File: src/rtl/irq_entry_seq.sv
module irq_entry_seq #(
  parameter int N_CORE   = 3,
  parameter int N_PERI   = 4,
  parameter int PC_W     = 13,
  parameter int VECTOR   = 4,
  parameter int RESET_PC = 0,
  localparam int NMAX    = (N_CORE > N_PERI) ? N_CORE : N_PERI,
  localparam int WD      = (NMAX > 2) ? NMAX : 2
) (
  input  logic              clk,
  input  logic              rst_n,
  input  logic [N_CORE-1:0] core_evt_i,
  input  logic [N_PERI-1:0] peri_evt_i,
  input  logic              wr_en_i,
  input  logic [2:0]        wr_sel_i,
  input  logic [WD-1:0]     wr_data_i,
  input  logic              ret_i,
  input  logic              stall_i,
  input  logic [PC_W-1:0]   stk_rdata_i,
  output logic [PC_W-1:0]   pc_o,
  output logic [1:0]        qphase_o,
  output logic              flush_o,
  output logic              dummy_o,
  output logic              stk_push_o,
  output logic              stk_pop_o,
  output logic [PC_W-1:0]   stk_wdata_o,
  output logic              gie_o,
  output logic [N_CORE-1:0] core_flag_o,
  output logic [N_PERI-1:0] peri_flag_o
);

  localparam logic [PC_W-1:0] VEC   = PC_W'(VECTOR);
  localparam logic [PC_W-1:0] VEC_1 = PC_W'(VECTOR + 1);
  localparam logic [PC_W-1:0] RST_A = PC_W'(RESET_PC);

  typedef enum logic [1:0] {S_RUN, S_IDLE1, S_IDLE2} seq_t;

  seq_t              st;
  logic [1:0]        q;
  logic [PC_W-1:0]   pc;
  logic              gie, peie, take;
  logic [N_CORE-1:0] cen, cflag;
  logic [N_PERI-1:0] pen, pflag;

  wire q_first = (q == 2'd0);
  wire q_last  = (q == 2'd3);
  wire in_run  = (st == S_RUN);

  wire wr_ctl   = wr_en_i && (wr_sel_i == 3'd0);
  wire wr_cen   = wr_en_i && (wr_sel_i == 3'd1);
  wire wr_cflag = wr_en_i && (wr_sel_i == 3'd2);
  wire wr_pen   = wr_en_i && (wr_sel_i == 3'd3);
  wire wr_pflag = wr_en_i && (wr_sel_i == 3'd4);

  wire core_req = |(cflag & cen);
  wire peri_req = peie && |(pflag & pen);
  wire req      = gie && (core_req || peri_req);

  wire ret_go = q_last && in_run && ret_i;
  wire enter  = q_last && in_run && take && !ret_i;

  always_ff @(posedge clk or negedge rst_n)
    if (!rst_n) q <= 2'd0;
    else        q <= q + 2'd1;

  always_ff @(posedge clk or negedge rst_n)
    if (!rst_n)                 take <= 1'b0;
    else if (q_first && in_run) take <= req;
    else if (q_last)            take <= 1'b0;

  always_ff @(posedge clk or negedge rst_n) begin
    if (!rst_n) begin
      st <= S_RUN;
      pc <= RST_A;
    end else if (q_last) begin
      unique case (st)
        S_RUN: begin
          if (ret_go)        pc <= stk_rdata_i;
          else if (take)     st <= S_IDLE1;
          else if (!stall_i) pc <= pc + PC_W'(1);
        end
        S_IDLE1: begin
          pc <= VEC;
          st <= S_IDLE2;
        end
        default: begin
          pc <= VEC_1;
          st <= S_RUN;
        end
      endcase
    end
  end

  always_ff @(posedge clk or negedge rst_n) begin
    if (!rst_n) begin
      gie  <= 1'b0;
      peie <= 1'b0;
    end else begin
      if (enter)       gie <= 1'b0;
      else if (ret_go) gie <= 1'b1;
      else if (wr_ctl) gie <= wr_data_i[0];
      if (wr_ctl)      peie <= wr_data_i[1];
    end
  end

  always_ff @(posedge clk or negedge rst_n) begin
    if (!rst_n) begin
      cen   <= '0;
      pen   <= '0;
      cflag <= '0;
      pflag <= '0;
    end else begin
      if (wr_cen) cen <= wr_data_i[N_CORE-1:0];
      if (wr_pen) pen <= wr_data_i[N_PERI-1:0];
      cflag <= (wr_cflag ? wr_data_i[N_CORE-1:0] : cflag) | core_evt_i;
      pflag <= (wr_pflag ? wr_data_i[N_PERI-1:0] : pflag) | peri_evt_i;
    end
  end

  assign pc_o        = pc;
  assign qphase_o    = q;
  assign flush_o     = (st == S_IDLE1);
  assign dummy_o     = !in_run;
  assign stk_push_o  = (st == S_IDLE1) && q_first;
  assign stk_wdata_o = pc;
  assign stk_pop_o   = ret_go;
  assign gie_o       = gie;
  assign core_flag_o = cflag;
  assign peri_flag_o = pflag;

  AST_CORE_FLAG_LATCH: assert property (@(posedge clk) disable iff (!rst_n)
    (core_evt_i != '0) |=> ((core_flag_o & $past(core_evt_i)) == $past(core_evt_i)));
  AST_PERI_FLAG_LATCH: assert property (@(posedge clk) disable iff (!rst_n)
    (peri_evt_i != '0) |=> ((peri_flag_o & $past(peri_evt_i)) == $past(peri_evt_i)));
  AST_ENTRY_CLOSES_GATE: assert property (@(posedge clk) disable iff (!rst_n)
    $rose(flush_o) |-> !gie_o);
  AST_VECTOR_FETCH: assert property (@(posedge clk) disable iff (!rst_n)
    (dummy_o && !flush_o) |-> (pc_o == VEC));
  AST_SINGLE_PUSH: assert property (@(posedge clk) disable iff (!rst_n)
    stk_push_o |=> !stk_push_o);
  AST_GATE_BLOCKS: assert property (@(posedge clk) disable iff (!rst_n)
    (q_first && in_run && !gie) |=> !take);
  AST_RETURN_RESTORE: assert property (@(posedge clk) disable iff (!rst_n)
    stk_pop_o |=> (gie_o && (pc_o == $past(stk_rdata_i))));
  AST_PHASE_STEP: assert property (@(posedge clk) disable iff (!rst_n)
    1'b1 |=> (qphase_o == 2'($past(qphase_o) + 2'd1)));
  AST_PC_MIDCYCLE_STABLE: assert property (@(posedge clk) disable iff (!rst_n)
    (qphase_o != 2'd3) |=> $stable(pc_o));

endmodule

File: config.mk
export PLATFORM = sky130hd
export DESIGN_NAME = irq_entry_seq
export DESIGN_NICKNAME = d
export VERILOG_FILES = /design/src/rtl/irq_entry_seq.sv
export SDC_FILE = /design/constraint.sdc
export NUM_CORES = 1
export LEC_CHECK = 0
export ABC_CLOCK_PERIOD_IN_PS = 1800
export BUFFER_PORTS_ARGS = -buffer_cell sky130_fd_sc_hd__buf_2
export CAP_MARGIN = 15
export CORE_ASPECT_RATIO = 1.5
export CORE_MARGIN = 2
export CORE_UTILIZATION = 51
export CTS_BUF_LIST = sky130_fd_sc_hd__clkbuf_4
export CTS_CLUSTER_SIZE = 24
export DETAILED_ROUTE_END_ITERATION = 12
export HOLD_SLACK_MARGIN = 0.03
export PLACE_DENSITY = 0.82
export SLEW_MARGIN = 20
export SYNTH_ARGS = -nofsm -noshare
export SYNTH_HDL_FRONTEND = slang
export SYNTH_SLANG_ARGS = --single-unit
File: constraint.sdc
create_clock -name clk -period 1.8 [get_ports clk]
set_input_delay 0.09 -clock clk [delete_from_list [all_inputs] [get_ports clk]]
set_output_delay 0.09 -clock clk [all_outputs]
set_load 0.05 [all_outputs]
==> metrics.md, run 1 <==
| Metric | Value |
|---|---|
| Run status | `complete, no violations` |
| Critical path buffer and inverter count | `3` |
| Skew-Pair Late Insertion Delay | `330 ps` |
| WP data arrival | `1600 ps` |
| Max Clock Freq | `592.7 MHz` |
| Unrepaired setup endpoints after global routing | `false` |
| Pin count of the biggest net entering global routing | `35` |
| Final setup fails | `0` |
| Die area | `0.004325 mm2` |
| Antenna Cells | `0` |
| Synthesized Nets | `232` |
| Post-Syn Area per Cell | `9.851 um2` |
| Ratio of final minimum period to clock period | `0.9373` |
| Grt ovf | `0` |
| PortBufs | `71` |
| Placeable Area | `0.003649 mm2` |
| Die extent in x | `54.37 um` |
| Worst-case reg-to-reg path depth | `4` |
| Area Overhead vs Synth | `28.11%` |
| Final HPWL DP | `3.477 mm` |
| Leak pwr | `1.114 nW` |
| Total power | `3.344 mW` |
| Number of synthesized flops with an enable pin | `0` |
| Cell count after synthesis | `197` |
| Slowest stage delay, CP | `410 ps` |
| Fin Clk Skew | `4.155 ps` |
| Slowest cell on crit path | `dfrtp_2` |
| Maximum VDD drop | `1149 uV` |
| CTS buffer count | `5` |
| # nets final | `312` |
| Critical Path Stages | `5` |
| Cell repeated most along the worst path | `buf_4` |
| Setup TNS | `0 ps` |
| Worst-margin pin slew | `746.6 ps` |
| Global-route wire length before repair | `7.534 mm` |
| Post-Route WL | `4.724 mm` |
| Multi-input combinational cell area | `935.9 um2` |
| HP Class | `in -> reg` |
| Register Area | `855.8 um2` |
| Post-Syn Area | `0.001941 mm2` |
| Synthesized flop and latch total | `34` |
| DR vias | `1823` |
| Post-Route Utilization | `0.6814` |
| Die Ht | `79.55 um` |
| Rows | `27` |
| Aggregate global-route resource usage | `0.2377` |
| Element type at the critical path end | `output port` |
| DRC viols | `0` |
| Max Root-Sink Buffers | `2` |
| CTS Root Cell | `clkbuf_4` |
| Drt wl/cell | `14.72 um` |
| Async SR Flop Fraction | `1.000` |
| Synth warn | `0` |
| Worst Path Required | `1710 ps` |
| Seq/Total Area, Yosys | `0.4384` |
| Critical Setup Path Class | `reg -> out` |
| Max cap viols | `0` |
| Final min period | `1687 ps` |
| First drt pass iteration count | `4` |
| Critical path peak fanout | `11` |
| Final Hold Violating Endpoints | `0` |
| Startpoint types | `register` |
| Fillers | `323` |
| Pwr/cell area | `1345 mW/mm2` |
| Hold Path Cell Cnt | `3` |
| DRT antenna net count | `0` |
| Rel. slew slack | `0.5022` |
| Initial drt markers | `67` |
| Critical path, cell by cell | `ha_4, nand4bb_4, inv_6, buf_4, buf_4` |
| Layout cells sized above 1 | `0.3813` |
| GPL Wtd Cong | `0.8376` |
| IO Pins | `72` |
| Post-DR vias/cell | `5.679` |
| CTS Sinks | `34` |
| Max H-tree Level | `2` |
| CTS tree | `built` |
| Initial core utilization | `0.5319` |
| Netlist cell types | `43` |
| Initial antenna violation count | `0` |
| Clock transition at path regs | `100 ps` |
| Cell family with the largest share of critical-path delay | `buffers and inverters` |
| Slew Limit Fails | `0` |
| Main flop type after synthesis | `dfrtp_1` |
| Vias in the first global route | `1732` |
## layout by cell type, fill, tap and decap left out, types with 8 or more instances in the layout
cell and n:
dlygate4sd3_1 13, mux2_2 8, inv_1 12, o21ai_0 8
a21oi_1 9, dfrtp_1 30, nor2_1 16, buf_2 70
nand2_1 13
## worst paths after layout
kind                                 from              to  slack, ps
max                           qphase_o[0]       stk_pop_o        110
min                        stk_rdata_i[3]         pc_o[3]         40
max reg2reg                          take        pc_o[11]        190
min reg2reg                   qphase_o[0]     qphase_o[0]        500
max in group asynchronous           rst_n         pc_o[0]        940
min in group asynchronous           rst_n  peri_flag_o[3]        350
## worst register-to-register path: cells and delay by family, from the launching register on
kind,cells,cell delay [ps]
AO/OA/AOI/OAI,3,830
flip-flops,1,420
AND/OR/NAND/NOR,1,270
## cell usage after synthesis (2+ instances only)
library cell	n	area [um2]
a211o_1	7	61.31
a21oi_1	9	45.04
a22o_1	3	26.28
a22oi_1	3	22.52
and4bb_2	2	25.02
buf_2	2	10.01
buf_4	13	97.59
buf_6	2	22.52
dfrtp_1	34	850.8
ha_1	3	37.54
inv_1	12	45.04
mux2_2	8	90.09
mux2i_1	2	20.02
nand2_1	13	48.80
nand3_1	7	35.03
nand3b_1	2	15.01
nand4_1	3	18.77
nor2_1	16	60.06
nor2b_1	7	43.79
nor3_1	5	25.02
nor4_1	4	25.02
o21ai_0	8	40.04
o22ai_1	3	18.77
o2bb2ai_1	7	61.31
o31ai_1	4	30.03
## power breakdown
group | switching (mW) | total [mW] | internal [mW]
combinational | 1.27 | 1.74 | 0.467
sequential | 0.239 | 1.19 | 0.956
clock | 0.246 | 0.408 | 0.162
total | 1.76 | 3.34 | 1.59
## final cells by class
cell class,count,area share
clock buffer,6,0.01812
clock inverter,2,0.003523
inverter,13,0.02164
multi-input combinational,133,0.3764
sequential,34,0.3442
tap,43,0.02164
timing repair buffer,90,0.2144
## registers in the layout (all words and copies together), names as in the netlist
signal and cells:
peri_flag_o 4, qphase_o 2, pc_o 13, pen 4, st 2, peie 1
cen 3, take 1, core_flag_o 3, gie_o 1
## what timing repair did
| item | in CTS | in global routing |
|---|---|---|
| setup buffers | 0 | 0 |
| endpoints found under the setup margin | 1 | 2 |
| resized for setup | 2 | 2 |
| hold buffers | 13 | 0 |
| endpoints found under the hold margin | 44 | 0 |
## cell families after synthesis
family,count (synthesis),synth area share
compound gates,52,0.1896
fa+ha+maj,3,0.01934
buf+inv,30,0.09477
flops,34,0.4384
mux,10,0.05674
simple gates,68,0.2012
## through the flow
step / hold slack (ps) / instances / cell area (um2) / setup WS (ps)
floorplan: -205.6 / 197 / 1951 / 6.765
CTS: 37.35 / 321 / 2475 / 49.30
finish: 41.75 / 321 / 2486 / 112.8
global placement: 201.7 / 300 / 2272 / 184.8
global route: 46.11 / 321 / 2486 / 38.87
detailed placement: 201.9 / 300 / 2272 / 135.3
## layer usage
layer	track usage	wire (um)
met5	0	0
met4	0.1100	106
met3	0.04869	318
met2	0.4301	2497
met1	0.2476	1802
(Power assumes the default switching activity.)
==> inputs of run 2 (changes only) <==
--- a/config.mk
+++ b/config.mk
@@ -8,14 +8,14 @@
 export ABC_CLOCK_PERIOD_IN_PS = 1800
 export BUFFER_PORTS_ARGS = -buffer_cell sky130_fd_sc_hd__buf_2
 export CAP_MARGIN = 15
-export CORE_ASPECT_RATIO = 1.5
+export CORE_ASPECT_RATIO = 2
 export CORE_MARGIN = 2
-export CORE_UTILIZATION = 51
+export CORE_UTILIZATION = 45
 export CTS_BUF_LIST = sky130_fd_sc_hd__clkbuf_4
 export CTS_CLUSTER_SIZE = 24
 export DETAILED_ROUTE_END_ITERATION = 12
 export HOLD_SLACK_MARGIN = 0.03
-export PLACE_DENSITY = 0.82
+export PLACE_DENSITY = 0.74
 export SLEW_MARGIN = 20
 export SYNTH_ARGS = -nofsm -noshare
 export SYNTH_HDL_FRONTEND = slang
==> metrics.md, run 2 (synthesis results as in run 1) <==
| Metric | Value |
|---|---|
| Antenna Cells | `0 (unchanged)` |
| PortBufs | `71 (unchanged)` |
| Slew Limit Fails | `0 (unchanged)` |
| Post-Route WL | `5.089 mm (+7.7%)` |
| Max Clock Freq | `610.1 MHz (+2.9%)` |
| Unrepaired setup endpoints after global routing | `false` |
| Vias in the first global route | `1962 (+13%)` |
| Global-route wire length before repair | `8.583 mm (+14%)` |
| Drt wl/cell | `15.06 um (+2.3%)` |
| Initial core utilization | `0.4700 (-0.06189)` |
| Ratio of final minimum period to clock period | `0.9105 (-0.02679)` |
| Critical Setup Path Class | `reg -> reg` |
| Comb power frac | `0.511 (-0.010)` |
| Critical path, cell by cell | `buf_4, nor2_2, o211ai_1, o31a_1, o32ai_1` |
| Initial drt markers | `56 (-16%)` |
| Fin Hold WS | `60.12 ps (+18.37 ps)` |
| Sw Share | `0.5071 (-0.01896)` |
| HP Class | `in -> reg` |
| Clock power frac | `0.155 (+0.033)` |
| Pin count of the biggest net entering global routing | `35 (unchanged)` |
| Inst Count DP | `314 (+4.7%)` |
| Die extent in x | `50.44 um (-7.2%)` |
| CTS Root Cell | `clkbuf_4` |
| CTS tree | `built` |
| Largest register FFs | `13 (unchanged)` |
| Initial antenna violation count | `0 (unchanged)` |
| Final Hold Violating Endpoints | `0 (unchanged)` |
| Commonest non-fill, non-tap cell in the layout | `buf_2` |
| Rows | `33 (+22%)` |
| # nets final | `320 (+2.6%)` |
| Final cell count without fillers | `338 (+5.3%)` |
| Most frequent cells in the layout | `buf_2, dfrtp_1, nor2_1, dlygate4sd3_1, nand2_1` |
| Layout cells sized above 1 | `0.3916 (+0.01031)` |
| Worst Path Required | `2040 ps (+330 ps)` |
| Fin Clk Skew | `19.79 ps (+15.64 ps)` |
| Final setup fails | `0 (unchanged)` |
| Die area | `0.004886 mm2 (+13%)` |
| Net switching power | `1.793 mW (+1.9%)` |
| DRT antenna net count | `0 (unchanged)` |
| Post-Route Utilization | `0.6245 (-0.05687)` |
| DR vias | `1876 (+2.9%)` |
| WP data arrival | `1880 ps (+280 ps)` |
| Max cap viols | `0 (unchanged)` |
| Startpoint types | `register` |
| Critical path peak fanout | `9 (-2)` |
| Pwr/cell area | `1371 mW/mm2 (+1.9%)` |
| Fillers | `379 (+17%)` |
| Worst-case reg-to-reg path depth | `5 (+1)` |
| Maximum VDD drop | `944.9 uV (-18%)` |
| Final HPWL DP | `3.778 mm (+8.7%)` |
| Placeable Area | `0.004129 mm2 (+13%)` |
| Setup Fix Bufs, Post-CTS | `0 (unchanged)` |
| P_int | `1.743 mW (+9.9%)` |
| First drt pass iteration count | `4 (unchanged)` |
| DRC viols | `0 (unchanged)` |
| Rel. slew slack | `0.4935 (-0.008724)` |
| Final min period | `1639 ps (-48.22 ps)` |
| CTS buffer count | `5 (unchanged)` |
| Max H-tree Level | `2 (unchanged)` |
| Skew-Pair Late Insertion Delay | `340 ps (about the same)` |
| Worst-margin pin slew | `756.4 ps (+9.756 ps)` |
| Area Overhead vs Synth | `32.88%` |
| Setup TNS | `0 ps (unchanged)` |
| Post-DR vias/cell | `5.550 (-2.3%)` |
| Element type at the critical path end | `register` |
| Max Root-Sink Buffers | `2 (unchanged)` |
| Leak pwr | `1.164 nW (+4.5%)` |
| Run status | `complete, no violations` |
| CTS Sinks | `34 (unchanged)` |
| Seq pwr share | `0.334 (-0.023)` |
| Grt ovf | `0 (unchanged)` |
| Slowest stage delay, CP | `410 ps (about the same)` |
| GPL Wtd Cong | `0.8425 (+0.59%)` |
| Hold Path Cell Cnt | `3 (unchanged)` |
| Clock transition at path regs | `120 ps (+20 ps)` |
| IO Pins | `72 (unchanged)` |
| Slowest cell on crit path | `dfrtp_1` |
| Die Ht | `96.87 um (+22%)` |
| Aggregate global-route resource usage | `0.2216 (-0.01614)` |
[run 2: repair_timing]
| item | CTS | global route |
|---|---|---|
| hold buffers | 16 | 0 |
| endpoints found under the setup margin | 0 | 1 |
| gates resized for setup | 0 | 3 |
| hold endpoints to repair | 48 | 0 |
[run 2: worst max-delay path, delay by kind of cell, from the launching register on]
family	cells	cell delay, ps
AO/OA/AOI/OAI	3	850
flip-flops	1	410
buffers and inverters	1	160
AND/OR/NAND/NOR	1	110
[run 2: layout make-up]
type	count	area (um2)	share of cell area
Clock buffer	5	37.54	0.01456
Tap cell	52	65.06	0.02523
Inverter	13	53.80	0.02086
Clock inverter	3	40.04	0.01553
Sequential cell	34	855.8	0.3319
Timing Repair Buffer	98	600.6	0.2329
Multi-Input combinational cell	133	925.9	0.3590
[run 2: routing by layer]
layer | routed length [um] | share of wire | GRT usage | vias up
met5 | 0 | 0 | 0 | -
met4 | 116 | 0.023 | 0.08108 | 0
met3 | 235 | 0.046 | 0.03241 | 10
met2 | 2877 | 0.57 | 0.4251 | 75
met1 | 1860 | 0.37 | 0.2294 | 898
li1 | - | - | - | 893
[run 2: path summary, 6_finish.rpt]
| check | slack, ps | start | to |
|---|---|---|---|
| max in group asynchronous | 1120 | rst_n | pc_o[0] |
| min in group asynchronous | 330 | rst_n | st[0] |
| worst max-delay path | 160 | st[0] | pc_o[11] |
| worst min-delay path | 60 | stk_rdata_i[1] | pc_o[1] |
| worst max register to register | 160 | st[0] | pc_o[11] |
| worst min register to register | 460 | qphase_o[0] | qphase_o[0] |
[run 2: through the flow]
stage	instance area [um2]	setup WS, ps	power [mW]
2_1_floorplan	1951	6.765	2.598
3_3_place_gp	2321	176.3	2.951
3_5_place_dp	2321	155.3	2.968
4_1_cts	2559	53.15	3.554
5_1_grt	2579	31.49	3.723
6_report	2579	161.0	3.535
[run 2: power by group through the flow]
stage | sequential (mW) | combinational (mW) | clock (mW)
3_5_place_dp | 1.19 | 1.78 | 0
3_3_place_gp | 1.19 | 1.77 | 0
4_1_cts | 1.18 | 1.81 | 0.571
2_1_floorplan | 1.61 | 0.989 | 0
5_1_grt | 1.21 | 1.91 | 0.604
6_report | 1.18 | 1.81 | 0.547
==> inputs of run 3 (changes only) <==
--- a/config.mk
+++ b/config.mk
@@ -15,7 +15,7 @@
 export CTS_CLUSTER_SIZE = 24
 export DETAILED_ROUTE_END_ITERATION = 12
 export HOLD_SLACK_MARGIN = 0.03
-export PLACE_DENSITY = 0.74
+export PLACE_DENSITY_LB_ADDON = 0.25
 export SLEW_MARGIN = 20
 export SYNTH_ARGS = -nofsm -noshare
 export SYNTH_HDL_FRONTEND = slang
==> metrics.md, run 3 (synthesis results as in run 1) <==
| Metric | Value |
|---|---|
| Drt wl/cell | `15.22 um (+1.1%)` |
| Worst-case reg-to-reg path depth | `4 (-1)` |
| Die area | `0.004886 mm2 (unchanged)` |
| Die extent in x | `50.44 um (unchanged)` |
| Post-Route WL | `5.084 mm (about the same)` |
| Placeable Area | `0.004129 mm2 (unchanged)` |
| Leak pwr | `1.134 nW (-2.6%)` |
| Max Clock Freq | `598.9 MHz (-1.8%)` |
| Max H-tree Level | `2 (unchanged)` |
| Startpoint types | `register` |
| Layout cells sized above 1 | `0.3901 (-0.001537)` |
| Skew-Pair Late Insertion Delay | `340 ps (about the same)` |
| Largest register FFs | `13 (unchanged)` |
| Max Root-Sink Buffers | `2 (unchanged)` |
| First drt pass iteration count | `4 (unchanged)` |
| Critical Setup Path Class | `reg -> reg` |
| Fillers | `391 (+3.2%)` |
| HP Class | `in -> reg` |
| Pwr/cell area | `1350 mW/mm2 (-1.5%)` |
| Setup TNS | `0 ps (unchanged)` |
| Max cap viols | `0 (unchanged)` |
| Final HPWL DP | `3.726 mm (-1.4%)` |
| Final Hold Violating Endpoints | `0 (unchanged)` |
| CTS Root Cell | `clkbuf_4` |
| Initial antenna violation count | `0 (unchanged)` |
| Fin Clk Skew | `11.25 ps (-8.546 ps)` |
| Slew Limit Fails | `0 (unchanged)` |
| Crit path capture | `pc_o[11]` |
| IO Pins | `72 (unchanged)` |
| CTS buffer count | `5 (unchanged)` |
| Initial drt markers | `26 (-54%)` |
| Clock power frac | `0.122 (-0.033)` |
| Most frequent cells in the layout | `buf_2, dfrtp_1, nor2_1` |
| Net switching power | `1.780 mW (-0.69%)` |
| DR vias | `1805 (-3.8%)` |
| Critical Path Start | `st[0]` |
| GPL Wtd Cong | `0.7957 (-5.6%)` |
| Commonest non-fill, non-tap cell in the layout | `buf_2` |
| WP data arrival | `1910 ps (+30 ps)` |
| Comb power frac | `0.528 (+0.017)` |
| Worst Path Required | `2040 ps (about the same)` |
| Rel. slew slack | `0.4566 (-0.03691)` |
| Vias in the first global route | `1741 (-11%)` |
| Die Ht | `96.87 um (unchanged)` |
| Fin Hold WS | `24.47 ps (-35.65 ps)` |
| Pin count of the biggest net entering global routing | `21 (-40%)` |
| # nets final | `316 (-1.3%)` |
| Aggregate global-route resource usage | `0.2165 (-0.005118)` |
| Element type at the critical path end | `register` |
| PortBufs | `71 (unchanged)` |
| Setup Fix Bufs, Post-CTS | `0 (unchanged)` |
| Final setup fails | `0 (unchanged)` |
| Global-route wire length before repair | `8.155 mm (-5.0%)` |
| Worst-margin pin slew | `811.5 ps (+55.12 ps)` |
| CTS Sinks | `34 (unchanged)` |
| Clock transition at path regs | `100 ps (-20 ps)` |
| DRC viols | `0 (unchanged)` |
| Run status | `complete, no violations` |
| Maximum VDD drop | `745.7 uV (-21%)` |
| Worst r2r src | `st[0]` |
| Critical path peak fanout | `15 (+6)` |
| P_int | `1.610 mW (-7.6%)` |
| Initial core utilization | `0.4700 (unchanged)` |
| CTS tree | `built` |
| Rows | `33 (unchanged)` |
| Unrepaired setup endpoints after global routing | `false` |
| Total power | `3.391 mW (-4.1%)` |
| Sw Share | `0.5251 (+0.01797)` |
| Ratio of final minimum period to clock period | `0.9276 (+0.01705)` |
| Grt ovf | `0 (unchanged)` |
| Seq pwr share | `0.350 (+0.016)` |
| Reg2Reg Setup Slack | `130 ps (-30 ps)` |
| Antenna Cells | `0 (unchanged)` |
| Area Overhead vs Synth | `29.40%` |
| R2R Path End | `pc_o[11]` |
| Post-DR vias/cell | `5.404 (-2.6%)` |
| Final min period | `1670 ps (+30.68 ps)` |
| DRT antenna net count | `0 (unchanged)` |
run 3: changes by cell type in the layout (fill, tap and decap cells not counted), sizes merged:
cell / change
dlygate4sd3: -4
buf: +1
bufinv: -1
run 3: routing by layer:
layer / GRT usage / up-vias / routed length (um)
met1: 0.2281 / 862 / 1904
met2: 0.4160 / 56 / 2908
met3: 0.04167 / 5 / 210
li1: - / 882 / -
met5: 0 / - / 0
met4: 0.05613 / 0 / 59
run 3: how the worst min path moves through the flow:
stage | slack (ps) | startpoint | cells past startpoint | to
2_1_floorplan | -210 | rst_n | 0 | cen[0]
3_3_place_gp | 70 | rst_n | 1 | peri_flag_o[3]
3_5_place_dp | 70 | rst_n | 1 | pen[1]
4_1_cts | 30 | stk_rdata_i[3] | 3 | pc_o[3]
5_1_grt | 40 | stk_rdata_i[8] | 3 | pc_o[8]
6_report | 20 | stk_rdata_i[3] | 3 | pc_o[3]
run 3: final cells by class:
| class | instances | area [um2] | area share |
|---|---|---|---|
| multi-input combinational | 133 | 924.6 | 0.3682 |
| clock buffer | 6 | 45.04 | 0.01794 |
| clock inverter | 2 | 8.758 | 0.003488 |
| tap | 52 | 65.06 | 0.02591 |
| inverter | 13 | 53.80 | 0.02142 |
| timing repair buffer | 94 | 558.0 | 0.2222 |
| sequential | 34 | 855.8 | 0.3408 |
run 3: timing repair:
action / in CTS / in global routing
endpoints found under the hold margin: 29 / 0
setup endpoints to repair: 0 / 2
hold buffers: 12 / 0
gates resized for setup: 0 / 1
run 3: worst max-delay path, stage by stage (launching register included):
cell and delay, ps:
dfrtp_1 470, or3_1 430, o21a_1 380, o31a_1 180, o32ai_1 120
run 3: stage by stage:
step | setup WS, ps | instance area [um2] | utilization | instances
6_report | 130.3 | 2511 | 0.6082 | 334
4_1_cts | 68.20 | 2495 | 0.6042 | 334
5_1_grt | 19.62 | 2511 | 0.6082 | 334
3_3_place_gp | 160.4 | 2321 | 0.5621 | 314
2_1_floorplan | 6.765 | 1951 | - | 197
3_5_place_dp | 165.8 | 2321 | 0.5621 | 314
run 3: power by group through the flow:
stage | logic, mW | registers, mW | clock network [mW]
after CTS | 1.79 | 1.18 | 0.426
after global placement | 1.76 | 1.19 | 0
final | 1.79 | 1.19 | 0.413
after global routing | 1.89 | 1.22 | 0.466
after detailed placement | 1.77 | 1.19 | 0
after floorplan | 0.989 | 1.61 | 0
